==> src/rtl/int_seq_pkg.sv <==
package int_seq_pkg;

    typedef enum logic [1:0] {
        SQ_RESET = 2'd0,
        SQ_RUN   = 2'd1,
        SQ_SYNC  = 2'd2,
        SQ_BUSY  = 2'd3
    } seq_state_e;

    localparam int CODE_W = 3;

    localparam logic [CODE_W-1:0] VC_RESET = 3'b111;
    localparam logic [CODE_W-1:0] VC_NMI   = 3'b110;
    localparam logic [CODE_W-1:0] VC_SWI   = 3'b101;
    localparam logic [CODE_W-1:0] VC_IRQ   = 3'b100;
    localparam logic [CODE_W-1:0] VC_FIRQ  = 3'b011;
    localparam logic [CODE_W-1:0] VC_SWI2  = 3'b010;
    localparam logic [CODE_W-1:0] VC_SWI3  = 3'b001;
    localparam logic [CODE_W-1:0] VC_RSVD  = 3'b000;

    typedef struct packed {
        seq_state_e        st;
        logic              take;
        logic [CODE_W-1:0] code;
        logic              entire;
        logic              set_i;
        logic              set_f;
        logic              resume;
        logic              rti_full;
        logic              rti_go;
    } seq_regs_t;

endpackage

==> src/rtl/int_seq_nmi.sv <==
module int_seq_nmi (
    input  logic clk,
    input  logic rst,
    input  logic hold,
    input  logic nmi_in,
    input  logic sp_loaded,
    input  logic clr,
    output logic pend
);
    logic arm_q, arm_d;
    logic prev_q, prev_d;
    logic pend_q, pend_d;

    always_comb begin
        arm_d  = arm_q | sp_loaded;
        prev_d = nmi_in;
        pend_d = pend_q & ~clr;
        if (arm_q && nmi_in && !prev_q) begin
            pend_d = 1'b1;
        end
    end

    always_ff @(posedge clk) begin
        if (rst) begin
            arm_q  <= 1'b0;
            prev_q <= 1'b0;
            pend_q <= 1'b0;
        end else if (!hold) begin
            arm_q  <= arm_d;
            prev_q <= prev_d;
            pend_q <= pend_d;
        end
    end

    assign pend = pend_q;
endmodule

==> src/rtl/int_seq_pick.sv <==
module int_seq_pick
    import int_seq_pkg::*;
(
    input  logic              nmi_pend,
    input  logic              firq_in,
    input  logic              irq_in,
    input  logic              mask_f,
    input  logic              mask_i,
    output logic              hit,
    output logic              any_req,
    output logic [CODE_W-1:0] code,
    output logic              entire,
    output logic              set_i,
    output logic              set_f
);
    always_comb begin
        hit    = 1'b0;
        code   = VC_RSVD;
        entire = 1'b0;
        set_i  = 1'b0;
        set_f  = 1'b0;
        if (nmi_pend) begin
            hit    = 1'b1;
            code   = VC_NMI;
            entire = 1'b1;
            set_i  = 1'b1;
            set_f  = 1'b1;
        end else if (firq_in && !mask_f) begin
            hit    = 1'b1;
            code   = VC_FIRQ;
            entire = 1'b0;
            set_i  = 1'b1;
            set_f  = 1'b1;
        end else if (irq_in && !mask_i) begin
            hit    = 1'b1;
            code   = VC_IRQ;
            entire = 1'b1;
            set_i  = 1'b1;
            set_f  = 1'b0;
        end
    end

    assign any_req = nmi_pend | firq_in | irq_in;
endmodule

==> src/rtl/int_seq_ctrl.sv <==
module int_seq_ctrl
    import int_seq_pkg::*;
#(
    parameter int          ADDR_W   = 16,
    parameter logic [15:0] VEC_BASE = 16'hFFF0
) (
    input  logic              clk,
    input  logic              rst,
    input  logic              hold,
    input  logic              nmi_in,
    input  logic              firq_in,
    input  logic              irq_in,
    input  logic              mask_f,
    input  logic              mask_i,
    input  logic              sp_loaded,
    input  logic              boundary,
    input  logic              sync_req,
    input  logic              done,
    input  logic              rti_pull,
    input  logic              rti_e,
    input  logic              bogus,
    output logic              take,
    output logic [2:0]        vec_code,
    output logic [ADDR_W-1:0] vec_addr,
    output logic              entire,
    output logic              set_i,
    output logic              set_f,
    output logic              sync_resume,
    output logic              rti_full,
    output logic              rti_go
);
    localparam logic [ADDR_W-1:0] BASE_A = VEC_BASE[ADDR_W-1:0];

    seq_regs_t q, d;

    logic              nmi_pend, nmi_clr;
    logic              p_hit, p_any, p_ent, p_si, p_sf;
    logic [CODE_W-1:0] p_code;

    int_seq_nmi u_nmi (
        .clk       (clk),
        .rst       (rst),
        .hold      (hold),
        .nmi_in    (nmi_in),
        .sp_loaded (sp_loaded),
        .clr       (nmi_clr),
        .pend      (nmi_pend)
    );

    int_seq_pick u_pick (
        .nmi_pend (nmi_pend),
        .firq_in  (firq_in),
        .irq_in   (irq_in),
        .mask_f   (mask_f),
        .mask_i   (mask_i),
        .hit      (p_hit),
        .any_req  (p_any),
        .code     (p_code),
        .entire   (p_ent),
        .set_i    (p_si),
        .set_f    (p_sf)
    );

    always_comb begin
        logic grant;
        d        = q;
        d.take   = 1'b0;
        d.resume = 1'b0;
        d.rti_go = bogus;
        grant    = 1'b0;
        if (rti_pull) begin
            d.rti_full = rti_e;
        end
        case (q.st)
            SQ_RESET: begin
                d.take   = 1'b1;
                d.code   = VC_RESET;
                d.entire = 1'b0;
                d.set_i  = 1'b1;
                d.set_f  = 1'b1;
                d.st     = SQ_BUSY;
            end
            SQ_RUN: begin
                if (boundary && p_hit) begin
                    grant = 1'b1;
                end else if (sync_req) begin
                    d.st = SQ_SYNC;
                end
            end
            SQ_SYNC: begin
                if (p_hit) begin
                    grant = 1'b1;
                end else if (p_any) begin
                    d.resume = 1'b1;
                    d.st     = SQ_RUN;
                end
            end
            default: begin
                if (done) begin
                    d.st = SQ_RUN;
                end
            end
        endcase
        if (grant) begin
            d.take   = 1'b1;
            d.code   = p_code;
            d.entire = p_ent;
            d.set_i  = p_si;
            d.set_f  = p_sf;
            d.st     = SQ_BUSY;
        end
        nmi_clr = grant && (p_code == VC_NMI);
    end

    always_ff @(posedge clk) begin
        if (rst) begin
            q.st       <= SQ_RESET;
            q.take     <= 1'b0;
            q.code     <= VC_RESET;
            q.entire   <= 1'b0;
            q.set_i    <= 1'b1;
            q.set_f    <= 1'b1;
            q.resume   <= 1'b0;
            q.rti_full <= 1'b0;
            q.rti_go   <= 1'b0;
        end else if (!hold) begin
            q <= d;
        end
    end

    assign take        = q.take;
    assign vec_code    = q.code;
    assign vec_addr    = BASE_A + ({{(ADDR_W-CODE_W){1'b0}}, q.code} << 1);
    assign entire      = q.entire;
    assign set_i       = q.set_i;
    assign set_f       = q.set_f;
    assign sync_resume = q.resume;
    assign rti_full    = q.rti_full;
    assign rti_go      = q.rti_go;
endmodule

==> config.mk <==
export PLATFORM = sky130hd
export DESIGN_NAME = int_seq_ctrl
export DESIGN_NICKNAME = d
export VERILOG_FILES = /design/src/rtl/int_seq_pkg.sv /design/src/rtl/int_seq_nmi.sv /design/src/rtl/int_seq_pick.sv /design/src/rtl/int_seq_ctrl.sv
export SDC_FILE = /design/constraint.sdc
export NUM_CORES = 1
export LEC_CHECK = 0
export BUFFER_PORTS_ARGS = -buffer_cell sky130_fd_sc_hd__buf_2
export CAP_MARGIN = 20
export CORE_AREA = 4 4 64 61
export DETAILED_ROUTE_END_ITERATION = 7
export DIE_AREA = 0 0 68 65
export GPL_ROUTABILITY_DRIVEN = 0
export HOLD_SLACK_MARGIN = 0.03
export PLACE_DENSITY_LB_ADDON = 0.2
export RECOVER_POWER = 50
export SLEW_MARGIN = 10
export SYNTH_ARGS = -nofsm -noshare
export SYNTH_HDL_FRONTEND = slang
export SYNTH_HIERARCHICAL = 1
export SYNTH_SLANG_ARGS = --single-unit
==> constraint.sdc <==
create_clock -name clk -period 1.6 [get_ports clk]
set_clock_uncertainty 0.1 [all_clocks]
set_input_delay 0.16 -clock clk [delete_from_list [all_inputs] [get_ports clk]]
set_output_delay 0.16 -clock clk [all_outputs]
set_load 0.05 [all_outputs]
# Yosys cells after proc, flatten, opt, wreduce, memory -nomap -nowiden

Index checks and enable logic that the tools add are counted.

Bitwise logic cells: 6
Eq/ne operators: 7
Muxes and demuxes: 25
Reduce and logical (&&, ||, !) cells: 15
$add $sub $neg: 1

Operator list:

| cell                                           | count |
|---|---|
| two-way mux 1 bit                              | 13 |
| != test 3 bit (second input constant)          | 4 |
| two-way mux 2 bit                              | 5 |
| two-way mux 3 bit                              | 3 |
| two-way mux 9 bit                              | 1 |
| two-way mux 7 bit                              | 1 |
| adder 5 x 5 -> 6 bit (first input constant)    | 1 |
| logical AND 1 bit                              | 6 |
| case mux 2 bit (3 select lines)                | 1 |
| AND reduction 6 bit                            | 1 |
| nonzero test 5 bit                             | 1 |
| AND reduction 2 bit                            | 2 |
| == test 3 bit (second input constant)          | 1 |
| zero test 1 bit                                | 3 |
| bitwise OR 1 bit                               | 3 |
| == test 2 x 1 -> 1 bit (second input constant) | 1 |
| == test 2 bit (second input constant)          | 1 |
| zero test 2 bit                                | 1 |
| NOT 1 bit                                      | 2 |
| case mux 1 bit (2 select lines)                | 1 |
| nonzero test 2 bit                             | 1 |
| bitwise AND 1 bit                              | 1 |

Word-level logic and storage cells: 66
Output and inout bits: 26
Register bits: 15

# Depth between registers and ports, before layout

Word-level depth: 12
Mapped depth: 8

# Modules after synthesis

Netlist, hierarchy kept.

By module, submodules not included:

| module       | times used | cells an instance | seq. area each (um^2) | area an instance (um^2) |
|---|---|---|---|---|
| int_seq_ctrl | 1          | 82                | 240.2                 | 755.7 |
| int_seq_nmi  | 1          | 13                | 60.1                  | 110.1 |
| int_seq_pick | 1          | 11                | 0.0                   | 71.3 |

# Least setup slack after synthesis

No wires, ideal clock.

Path type: register to register
Start: reg q[10] in the netlist's numbering
End: reg, netlist name set_f
Cell stages (with the launch flop): 7
Buffers on the path: 1
Library setup time: 122 ps
Data arrival time: 1457 ps
Period minus slack after synthesis: 1679 ps
Setup slack: -79 ps
Cells stage by stage: dfxtp_1 inv_1 ha_1 nand3_2 or3_1 buf_2 o32a_1

Cells in the longest elaborated chain, start to end: 4

RTL lines:

| element                                                        | line               | source |
|---|---|---|
| start: declaration                                             | int_seq_ctrl.sv:34 | `seq_regs_t q, d;` |
| == test 2 bit / == test 2 x 1 -> 1 bit (equally long branches) | int_seq_ctrl.sv:74 | `case (q.st)` |
| case mux 1 bit (2 select lines)                                | int_seq_ctrl.sv:74 |  |
| nonzero test 2 bit (no line)                                   | -                  |  |
| AND reduction 2 bit (no line)                                  | -                  |  |

Parallel ways exist; a longest one is shown, timed or not.
A chain may end at the register's enable or synchronous reset.

# Worst setup path in the final report

Start: reg q[11] in the netlist's numbering
End: reg q[11] in the netlist's numbering

Cells in the longest elaborated chain, start to end: 4

RTL lines:

| element                                                              | line |
|---|---|
| == test 2 bit / == test 2 x 1 -> 1 bit (equally long branches)       | int_seq_ctrl.sv:74 |
| case mux 1 bit (2 select lines)                                      | int_seq_ctrl.sv:74 |
| != test 3 bit (no line) / nonzero test 5 bit (equally long branches) | - |
| AND reduction 6 bit (no line)                                        | - |

Parallel ways exist; a longest one is shown, timed or not.

==> results by group <==
Status
  • Status: finished with violations
  • Failing checks: setup timing

Floorplanning
  • Die Y: 65 µm
  • DIE AREA: 4420 µm²
  • CORE AREA: 3253 µm²
  • Starting density of the core: 28.81%
  • Rows: 20
  • Die width: 68 µm
  • I/O pin count: 41

Timing
  • Final hold slack: 128.6 ps
  • Final Cycle Share: 102.5%
  • Clock period minus worst slack: 1640 ps
  • Worst slew margin: 59.23%
  • Fin. Hold Viols: 0
  • Setup Viol. Count Final: 7
  • Max Slew Vio Count: 0
  • Final WS setup: -40.28 ps
  • Max Fclk: 609.7 MHz
  • Slew @ Worst Pin: 614.2 ps
  • RSZ-0062 raised after global routing: true

Yosys
  • Syn. warnings: 6
  • Syn Std Cell Area: 937.1 µm²
  • Post-synth top area cell: dfxtp_1
  • #FFs+latches synth: 15
  • Synth Instances: 106
  • Sequential-to-total area share from yosys stat: 32.04%
  • Netlist cell types: 31
  • Syn avg cell area: 8.841 µm²
  • Synth top area share: 32.04%
  • Synth area leaders: dfxtp_1 (32%), buf_4 (18%), ha_1 (5.3%), o32a_1 (5.3%), inv_1 (4.8%)

Layout
  • ANT cells: 0
  • Fraction of layout instances using a drive strength above 1: 35.82%
  • Register Area: 307.8 µm²
  • Post-Layout Cell Count: 178
  • # fillers: 335
  • Util after Layout: 36.42%
  • Area Growth Syn to Fin: 26.44%
  • Multi-input logic area: 524.3 µm²
  • Final #Nets: 154

GRT
  • Initial antenna violation count: 0
  • GRT overflow: 0
  • Vias in the first global route: 737
  • Tot GR Track Use: 9.915%
  • First-pass GRT wire length: 3305 µm
  • Largest net degree at the start of global routing: 17

Power and ir drop
  • P per Cell Area: 1314 nW/µm²
  • Worst vdd ir: 0.4094 mV
  • Pleak: 0.4903 nW
  • Power Total: 1.557 mW

Clocking
  • TritonCTS clock tree: built
  • CTS root buffer: clkbuf_4
  • Cts bufs inserted: 3
  • Clock-pin slew on the worst setup and hold paths: 90 ps
  • Buffer depth of the longest clock path: 2
  • Clock Latency Late Sink: 290 ps
  • CTS H-Tree Depth: 1
  • Sink Count: 15

Critical path
  • Arr. time, crit path: 1770 ps
  • CP Class: reg2reg
  • CP bufs+invs: 1
  • Worst-path cell chain: inv_4 -> ha_4 -> a21o_4 -> a2111oi_4 -> o21a_1 -> o31a_1
  • Worst EP required: 1730 ps
  • Type of origin of the critical path: register
  • Kind of end point of the critical path: register
  • Reg2Reg Setup Slack: -40 ps
  • Reg-to-reg critical path startpoint: q[11]
  • Max incr delay on CP: 380 ps
  • Delay-heaviest family, CP: compound AO/OA/AOI/OAI gates
  • Worst Path Max Fanout: 3
  • CP max stage cell: dfxtp_4
  • Reg2Reg Depth: 6
  • RR Endpoint: q[11]

Detailed routing
  • Drt first pass iters: 6
  • DRT iter0 DRCs: 25
  • # DRC: 0
  • Mean routed wirelength per cell: 11.24 µm
  • Antenna viol nets, final: 0
  • Vias: 775
  • Via/cell ratio: 4.354
  • Routed WL: 2000 µm

Placed design
  • Placed Instances: 168
  • Post-Place Worst Slack: -68.57 ps
  • PortBufs: 27
  • Post-DP HPWL: 1468 µm

Min path
  • Hold endpoint: u_nmi/arm_q
  • Hold depth: 2
  • Worst Hold Launch: rst
  • Hold WC Path Type: in2reg

Run
  • Maxcap violations: 0
[cell families (layout without fill, tap and decap cells)]
| family | Yosys count | in the layout | synth area share [%] |
|---|---|---|---|
| buf+inv | 37 | 54 | 23.90 |
| fa+ha+maj | 4 | 4 | 5.341 |
| simple gates | 23 | 23 | 13.08 |
| other cells | 2 | 13 | 0.8014 |
| flops | 15 | 15 | 32.04 |
| mux | 3 | 3 | 3.204 |
| compound gates | 22 | 22 | 21.63 |
[flip-flops by register name (all words and copies together) (netlist names)]
signal	flops
sync_resume	1
take	1
rti_go	1
u_nmi/pend	1
set_f	1
u_nmi/arm_q	1
rti_full	1
q	2
u_nmi/prev_q	1
entire	1
vec_code	3
set_i	1
[layer usage]
metal / vias to the layer above / part of all wire, % / global-route usage, %
met5: - / 0 / 0
met4: 0 / 1.0 / 5.211
met3: 4 / 9.0 / 2.946
met2: 34 / 44 / 15.04
met1: 348 / 46 / 12.41
li1: 389 / - / -
[where the power goes]
group          switching [mW]  internal (mW)
logic                   0.483          0.355
registers              0.0573          0.437
clock network           0.131         0.0930
[through the flow]
step                setup TNS [ps]  cell area, µm²
floorplan                        0            1026
global placement            -272.9            1075
detailed placement          -444.9            1075
CTS                         -214.5            1164
global route                -631.4            1185
finish                      -229.2            1185
[area by class of cell]
cell class	instances	area share [%]
Clock buffer	3	1.901
Multi-Input combinational cell	65	44.24
Inverter	12	4.224
Sequential cell	15	25.98
Clock inverter	1	0.4224
Tap cell	44	4.646
Timing Repair Buffer	38	18.58
[cell usage in the layout (no fill, tap or decap), types with 2 or more instances in the layout]
cell / count
a21oi_1: 3
buf_2: 21
buf_4: 7
clkbuf_1: 6
clkbuf_4: 3
conb_1: 13
dfxtp_1: 13
dfxtp_4: 2
dlygate4sd3_1: 4
ha_4: 3
inv_1: 10
inv_4: 2
mux2i_1: 3
nand2b_1: 2
nor2_1: 9
nor2b_1: 2
o31a_1: 2
o32a_1: 5
or3_1: 2
[Yosys cell counts, drive strengths merged]
library cell,instances
mux2i,3
a31oi,1
nor2b,3
nor3,2
ha,4
or3,3
a221oi,1
a21oi,4
nand3,1
o32ai,1
o41ai,1
nand2b,2
dfxtp,15
a2111oi,1
a21o,1
buf,25
o21ai,1
nand4b,1
a32oi,1
nand2,1
a31o,1
inv,12
o21a,1
o31a,2
nor2,9
conb,2
o32a,5
nand4,1
a221o,1
[how the worst max path moves through the flow]
stage,start,slack [ps],end,cells past startpoint
2_1_floorplan,q[11],0.5,set_f,6
3_3_place_gp,mask_f,-50,q[10],6
3_5_place_dp,q[11],-70,vec_code[1],5
4_1_cts,q[11],-40,q[10],6
5_1_grt,q[11],-110,q[11],6
6_report,q[11],-40,q[11],6
[timing repair]
item / 4_1_cts / 5_1_grt
pin swaps: 0 / 8
endpoints found under the setup margin: 9 / 9
hold endpoints to repair: 4 / 0
hold buffers: 4 / 0
gates resized for setup: 5 / 4
buffers inserted: 1 / 1
Power figures use the tool's default switching activity.
